<file path="config.mk">
export PLATFORM = sky130hd
export DESIGN_NAME = rl_shrink_adapter
export DESIGN_NICKNAME = d
export VERILOG_FILES = /design/src/rtl/rls_pkg.sv /design/src/rtl/rls_store.sv /design/src/rtl/rls_ctrl.sv /design/src/rtl/rl_shrink_adapter.sv
export SDC_FILE = /design/constraint.sdc
export NUM_CORES = 1
export LEC_CHECK = 0
export BUFFER_PORTS_ARGS = -buffer_cell sky130_fd_sc_hd__buf_2
export CAP_MARGIN = 0
export CORE_UTILIZATION = 55
export CTS_BUF_LIST = sky130_fd_sc_hd__clkbuf_2 sky130_fd_sc_hd__clkbuf_4 sky130_fd_sc_hd__clkbuf_8
export CTS_CLUSTER_DIAMETER = 200
export CTS_CLUSTER_SIZE = 8
export DETAILED_ROUTE_END_ITERATION = 12
export PLACE_DENSITY = 0.81
export SLEW_MARGIN = 20
export SYNTH_ARGS = -nofsm -noshare
export SYNTH_HDL_FRONTEND = slang
export SYNTH_SLANG_ARGS = --single-unit
</file>
<file path="constraint.sdc">
create_clock -name clk -period 6.28 [get_ports clk]
set_input_delay 0.942 -clock clk [delete_from_list [all_inputs] [get_ports clk]]
set_output_delay 0.942 -clock clk [all_outputs]
set_load 0.01 [all_outputs]
</file>
<file path="src/rtl/rls_pkg.sv">
package rls_pkg;
    // fill level of the absorb store; the encoding equals the beat count
    typedef enum logic [1:0] {
        FILL_NONE = 2'd0,
        FILL_ONE  = 2'd1,
        FILL_TWO  = 2'd2
    } fill_e;

    localparam int SLOTS = 2;
    localparam int PTR_W = $clog2(SLOTS);
endpackage

</file>
<file path="src/rtl/rls_store.sv">
module rls_store #(
    parameter int DATA_W = 16
) (
    input  logic              clk,
    input  logic              rst,
    input  logic              wr_en,
    input  logic [DATA_W-1:0] wr_data,
    input  logic              rd_adv,
    output logic [DATA_W-1:0] rd_data
);
    import rls_pkg::*;

    logic [DATA_W-1:0] slot_q [SLOTS];
    logic [PTR_W-1:0]  wp_q;
    logic [PTR_W-1:0]  rp_q;

    always_ff @(posedge clk) begin
        if (rst) begin
            wp_q <= '0;
            rp_q <= '0;
        end else begin
            if (wr_en)  wp_q <= wp_q + 1'b1;
            if (rd_adv) rp_q <= rp_q + 1'b1;
        end
    end

    always_ff @(posedge clk) begin
        if (wr_en) slot_q[wp_q] <= wr_data;
    end

    assign rd_data = slot_q[rp_q];
endmodule

</file>
<file path="src/rtl/rls_ctrl.sv">
module rls_ctrl (
    input  logic          clk,
    input  logic          rst,
    input  logic          in_valid,
    input  logic          out_ready,
    output logic          in_ready,
    output logic          out_valid,
    output logic          pass_sel,
    output logic          wr_en,
    output logic          rd_adv
);
    import rls_pkg::*;

    fill_e state_q, state_d;
    logic  ready_q, ready_d;
    logic  pop;

    assign pop = out_valid && out_ready;

    // next state: LOAD, FILL, DRAIN or HOLD
    always_comb begin
        state_d = state_q;
        unique case (state_q)
            FILL_NONE: if (in_valid && !pop)      state_d = FILL_ONE;
            FILL_ONE:  if (in_valid && !pop)      state_d = FILL_TWO;
                       else if (!in_valid && pop) state_d = FILL_NONE;
            FILL_TWO:  if (!in_valid && pop)      state_d = FILL_ONE;
            default:                              state_d = FILL_NONE;
        endcase
        // room for one more beat beyond the one that may still be in flight
        ready_d = (2'(state_d) + {1'b0, ready_q}) <= 2'd1;
    end

    always_ff @(posedge clk) begin
        if (rst) begin
            state_q <= FILL_NONE;
            ready_q <= 1'b0;
        end else begin
            state_q <= state_d;
            ready_q <= ready_d;
        end
    end

    always_comb begin
        in_ready  = ready_q;
        pass_sel  = 1'b0;
        out_valid = 1'b1;
        wr_en     = 1'b0;
        rd_adv    = 1'b0;
        unique case (state_q)
            FILL_NONE: begin
                pass_sel  = 1'b1;
                out_valid = in_valid;
                wr_en     = in_valid && !out_ready;
            end
            FILL_ONE: begin
                wr_en  = in_valid;
                rd_adv = out_ready;
            end
            FILL_TWO: begin
                wr_en  = in_valid && out_ready;
                rd_adv = out_ready;
            end
            default: out_valid = 1'b0;
        endcase
    end

    AST_NO_OVERFLOW: assert property (@(posedge clk) disable iff (rst)
        (state_q == FILL_TWO) |-> !in_valid);
    AST_READY_WHEN_FULL: assert property (@(posedge clk) disable iff (rst)
        (state_q == FILL_TWO) |-> !ready_q);
endmodule

</file>
<file path="src/rtl/rl_shrink_adapter.sv">
module rl_shrink_adapter #(
    parameter int DATA_W = 16,
    parameter bit ADAPT  = 1'b1
) (
    input  logic              clk,
    input  logic              rst,
    input  logic              snk_valid,
    input  logic [DATA_W-1:0] snk_data,
    output logic              snk_ready,
    output logic              src_valid,
    output logic [DATA_W-1:0] src_data,
    input  logic              src_ready
);
    generate
        if (ADAPT) begin : g_adapt
            logic              pass_sel;
            logic              wr_en;
            logic              rd_adv;
            logic [DATA_W-1:0] held;

            rls_ctrl u_ctrl (
                .clk       (clk),
                .rst       (rst),
                .in_valid  (snk_valid),
                .out_ready (src_ready),
                .in_ready  (snk_ready),
                .out_valid (src_valid),
                .pass_sel  (pass_sel),
                .wr_en     (wr_en),
                .rd_adv    (rd_adv)
            );

            rls_store #(.DATA_W(DATA_W)) u_store (
                .clk     (clk),
                .rst     (rst),
                .wr_en   (wr_en),
                .wr_data (snk_data),
                .rd_adv  (rd_adv),
                .rd_data (held)
            );

            assign src_data = pass_sel ? snk_data : held;

            AST_DATA_STABLE: assert property (@(posedge clk) disable iff (rst)
                (src_valid && !src_ready) |=> (src_valid && $stable(src_data)));
            AST_READY_AFTER_RESET: assert property (@(posedge clk) disable iff (rst)
                $past(rst) |=> snk_ready);
        end else begin : g_wire
            assign src_valid = snk_valid;
            assign src_data  = snk_data;
            assign snk_ready = src_ready;
        end
    endgenerate
endmodule

</file>
# After elaboration in Yosys (flattened, before gate mapping)
# Memories as Yosys holds them, arrays and structs flattened. A register that Yosys moved wholly into a read port is not among the register bits.
# Cells that the tools add are included.
[op_classes] add_sub_neg=3 mul=0 div_mod_pow=0 n_lt_le_gt_ge=1 n_eq_ne=2 shift=0 n_mux=14 bitwise_logic=0 reduce_logical=10
[ops] cell="two-way mux 16 bit" n=1
[ops] cell="two-way mux 2 bit" n=4
[ops] cell="two-way mux 1 bit" n=6
[ops] cell="one-hot mux 2 bit (3 select lines)" n=1
[ops] cell="logical AND 1 bit" n=5
[ops] cell="zero test 1 bit" n=3
[ops] cell="one-hot mux 1 bit (3 select lines)" n=1
[ops] cell="adder 1 bit, second input constant" n=2
[ops] cell="adder 2 x 1 -> 2 bit" n=1
[ops] cell="== test 2 x 1 -> 1 bit, second input constant" n=1
[ops] cell="== test 2 bit, second input constant" n=1
[ops] cell="<= comparator 2 x 1 -> 1 bit, second input constant" n=1
[ops] cell="zero test 2 bit" n=1
[ops] cell="one-hot mux 1 bit (2 select lines)" n=1
[ops] cell="OR reduction 2 bit" n=1
[totals] register_bits=5 latch_bits=0 ramBits=32 mem_bits_ro=0 inputBits=20 word_cells=35 n_memories=1
[mem_list] memory="g_adapt.u_store.slot_q" words=2 width=16 rd=1 rd_clocked_by_memory_dff=1 wr=1 line_no="rls_store.sv:13" text="logic [DATA_W-1:0] slot_q [SLOTS];"

# Depth between registers and ports, before layout
[depth] ltp_word=10 mapped_depth=8 depth_no_buf=7

# By module
# From an unflattened synthesis, not the netlist that was laid out.
[unflattened] cells_unflattened=119 area_unflattened_um2=1886.8
[by_module_without_submodules] module="rls_store" instances=1 cells_per_inst=60 area_each_um2=1311.3
[by_module_without_submodules] module="rls_ctrl" instances=1 cells_per_inst=41 area_each_um2=326.6
[by_module_without_submodules] module="rl_shrink_adapter" instances=1 cells_per_inst=18 area_each_um2=249.0

# Worst setup path before layout
# No wires, ideal clock.
[synth_timing] path_type="input -> register" startpoint="input port src_ready" endpoint="memory g_adapt.u_store.slot_q[0][0], enable pin" arrival_ns=2.767 required_time_ns=5.850 path_slack_ns=3.083 cell_stages=3 n_path_buf=0 path_cell_list="nor3b_1 -> a211oi_1 -> nor4_1"
[synth_between] elab_chain_cells=5 word_cells_on_any_way=6
[synth_rtl] element="from (decl)" line_no="rl_shrink_adapter.sv:12" text="input logic src_ready"
[synth_rtl] element="zero test 1 bit" line_no="rls_ctrl.sv:54" text="wr_en = in_valid && !out_ready;"
[synth_rtl] element="logical AND 1 bit" line_no="rls_ctrl.sv:54"
[synth_rtl] element="one-hot mux 1 bit (3 select lines) *" line_no="rls_ctrl.sv:50" text="unique case (state_q)"
[synth_rtl] element="two-way mux 1 bit *" line_no="rls_store.sv:28" text="if (wr_en) slot_q[wp_q] <= wr_data;"
[synth_rtl] element="two-way mux 1 bit (implied by the code) *" line_no="rls_store.sv:28"
[synth_rtl] element="to (decl)" line_no="rls_store.sv:13"
# Every way passes the cells marked *; elsewhere a longest branch is shown, timed or not.

==> results by group <==
GRT
  • Vias in the first global route: 1114
  • Total gr overflow: 0
  • First-pass GRT wire length: 4968 um
  • Tot GR Track Use: 0.2044
  • Initial antenna violation count: 0
  • Largest net degree at the start of global routing: 40

Yosys
  • Fraction of registers with async set/reset: 0
  • Most used DFF post-synth: edfxtp_1
  • Top post-synthesis cells by area: edfxtp_1, mux2i_1, dfxtp_1
  • Synth unique cells: 30
  • Post-synth EDFFs: 32
  • Post-synth top cells: edfxtp_1, nand2_1, o21ai_0, mux2i_1, nor2_1
  • Yosys reg bits: 38
  • Share of the synthesized area in the top cell type: 0.5561
  • Sequential share of the synthesized area: 0.6256
  • Post-Syn Area: 0.001728 mm2
  • Synth area leader: edfxtp_1
  • Average cell area after synthesis: 12.25 um2
  • Syn Nets: 165
  • Most common cell in the netlist: edfxtp_1
  • Yosys warnings: 0
  • Mapped Cells: 141

Routing
  • Pre-antenna DRT Iters: 8
  • Post-route DRC: 3
  • Routed via count: 1198
  • Antenna-violating nets left: 0
  • Drt wl/cell: 14.12 um
  • Final WL: 3120 um
  • DR iter-0 viols: 44
  • Vias per std cell: 5.421

Die
  • Starting Density: 0.6007
  • Die W: 58.05 um
  • # rows: 19
  • Core area: 0.002877 mm2
  • Full die area: 0.003370 mm2
  • Chip Height: 58.05 um
  • IO Pins: 38

CTS
  • Post-CTS setup buffers: 0
  • Total clock sinks: 38
  • H-tree Lvls: 2
  • Hold-fix buffers, CTS: 0
  • Post-CTS Resized: 0
  • Clk root buf: clkbuf_4
  • CTS tree: done
  • CTS Buffer Depth: 2
  • Clock Latency Late Sink: 0.34 ns
  • Worst-path clk slew: 0.10 ns
  • CTS Buf Count: 5

Worst setup path
  • WP buf/inv: 1
  • Slowest stage delay, CP: 0.95 ns
  • Crit start category: flop
  • CP Class: flop to output pin
  • Worst path required time: 5.34 ns
  • Cells along the critical path: mux2i_1 > o21ai_0 > buf_2
  • Slowest CP cell: dfxtp_1
  • Maximum fanout along the worst path: 16
  • CP delay by family, top: flip-flops
  • Crit path arrival time: 1.90 ns
  • Kind of end point of the critical path: output pin

Power
  • Maximum vdd ir drop: 0.1934 mV
  • Leak: 0.7617 nW
  • Total power: 582.7 uW
  • PwrDens: 292.7 mW/mm2

Outcome
  • Failing checks: design-rule violations
  • Status: finished with violations

Run
  • Max Cap Viol: 0

STA
  • RSZ-0062 raised after global routing: false
  • Final critical-path share of the clock period: 0.4518
  • Final Max Slew Viols: 0
  • Final worst path period need: 2.837 ns
  • Slew HR: 0.3730
  • Setup WS post-layout: 3.443 ns
  • Skew final: 0.009971 ns
  • Setup TNS: 0 ns
  • F_max: 352.4 MHz
  • Final setup violating endpoints: 0
  • Hold Fails Final Rpt: 0
  • Slew @ Worst Pin: 0.9392 ns

Place
  • IO Port Bufs: 37
  • Place WS: 3.224 ns
  • HPWL Detailed: 2198 um
  • Dpl cells: 214
  • GPL Wtd Cong: 0.8418

Cells and area
  • Non-Filler Instances: 221
  • Ant diodes: 0
  • Layout cells sized above 1: 0.2737
  • FILL cells: 215
  • Syn-to-layout area delta: 15.21%
  • Fin util: 0.6920
  • Number of nets in the layout: 203

Hold path
  • Worst min path class: flop to flop
placed cells by master (no fill, tap or decap):
cell,synthesis,routed
a211o_1,1,1
xor2_1,1,1
and2_1,1,1
clkinv_1,0,1
a211oi_1,2,2
xnor2_1,1,1
nor2b_2,2,2
o21ai_1,2,2
nor4b_1,1,1
o31ai_1,1,1
a21oi_1,3,3
a211oi_2,1,1
nor3b_1,1,1
dfxtp_1,6,6
clkbuf_4,0,6
nand2b_1,1,1
mux2i_1,16,16
inv_1,3,3
buf_4,1,1
nor3_1,3,3
buf_2,2,37
ha_1,4,3
o21ai_0,17,17
nor2_1,11,11
ha_2,0,1
o21a_1,2,2
nor4_2,0,1
nand2_1,19,19
edfxtp_1,32,32
or2_0,1,1
and4bb_1,1,1
final cells by class:
class	count	area, um2	share of cell area
multi-input cells	93	604.3	0.3036
well taps	42	52.55	0.02640
repair buffers	38	192.7	0.09679
clock buffers	6	45.04	0.02263
clock inverters	1	3.754	0.001886
flip-flops and latches	38	1081	0.5431
inverters	3	11.26	0.005657
cell families after synthesis:
| family | after synthesis | synth area share |
|---|---|---|
| buffers and inverters | 10 | 0.02969 |
| DFF | 38 | 0.6256 |
| xor gates and xnor gates | 2 | 0.01014 |
| adders and majority gates | 4 | 0.02897 |
| and+or+nand+nor | 42 | 0.1151 |
| muxes | 16 | 0.09268 |
| AOI/OAI and AO/OA | 29 | 0.09775 |
through the flow:
stage          hold slack, ns  area (um2)
3_3_place_gp           0.4868        1939
2_1_floorplan          0.4725        1728
6_report               0.5258        1991
4_1_cts                0.5265        1988
5_1_grt                0.5749        1991
3_5_place_dp           0.4986        1939
final timing paths:
| path | startpoint | endpoint | slack (ns) | cells past startpoint |
|---|---|---|---|---|
| worst min register to register | g_adapt.u_store.rp_q | g_adapt.u_store.rp_q | 0.53 | 2 |
| worst min-delay path | g_adapt.u_store.rp_q | g_adapt.u_store.rp_q | 0.53 | 2 |
| worst max-delay path | flop | src_data[12] | 3.44 | 3 |
| worst max register to register | g_adapt.u_ctrl.state_q[1] | g_adapt.u_store.slot_q[1][10] | 3.57 | 6 |
power by group:
part	leakage (nW)	internal, mW	switching [mW]
Sequential	0.343	0.300	0.0167
Combinational	0.390	0.0629	0.0862
Clock	0.0292	0.0450	0.0725
routing by layer:
layer / vias up / GRT usage / routed length (um)
li1: 589 / - / -
met1: 558 / 0.2576 / 1318
met2: 47 / 0.3300 / 1563
met3: 4 / 0.07143 / 207
met4: 0 / 0.07143 / 30
met5: - / 0 / 0
worst min-delay path, cell delays in order, from the launching register on:
cell,delay [ns]
dfxtp_1,0.34
xor2_1,0.08
nor2_1,0.08
sequential cells by signal, indices dropped and copies added (netlist names), named ones only:
signal                   count
g_adapt.u_ctrl.state_q       2
g_adapt.u_store.slot_q      32
g_adapt.u_store.wp_q         1
g_adapt.u_ctrl.in_ready      1
g_adapt.u_store.rp_q         1
(Power assumes the default switching activity.)
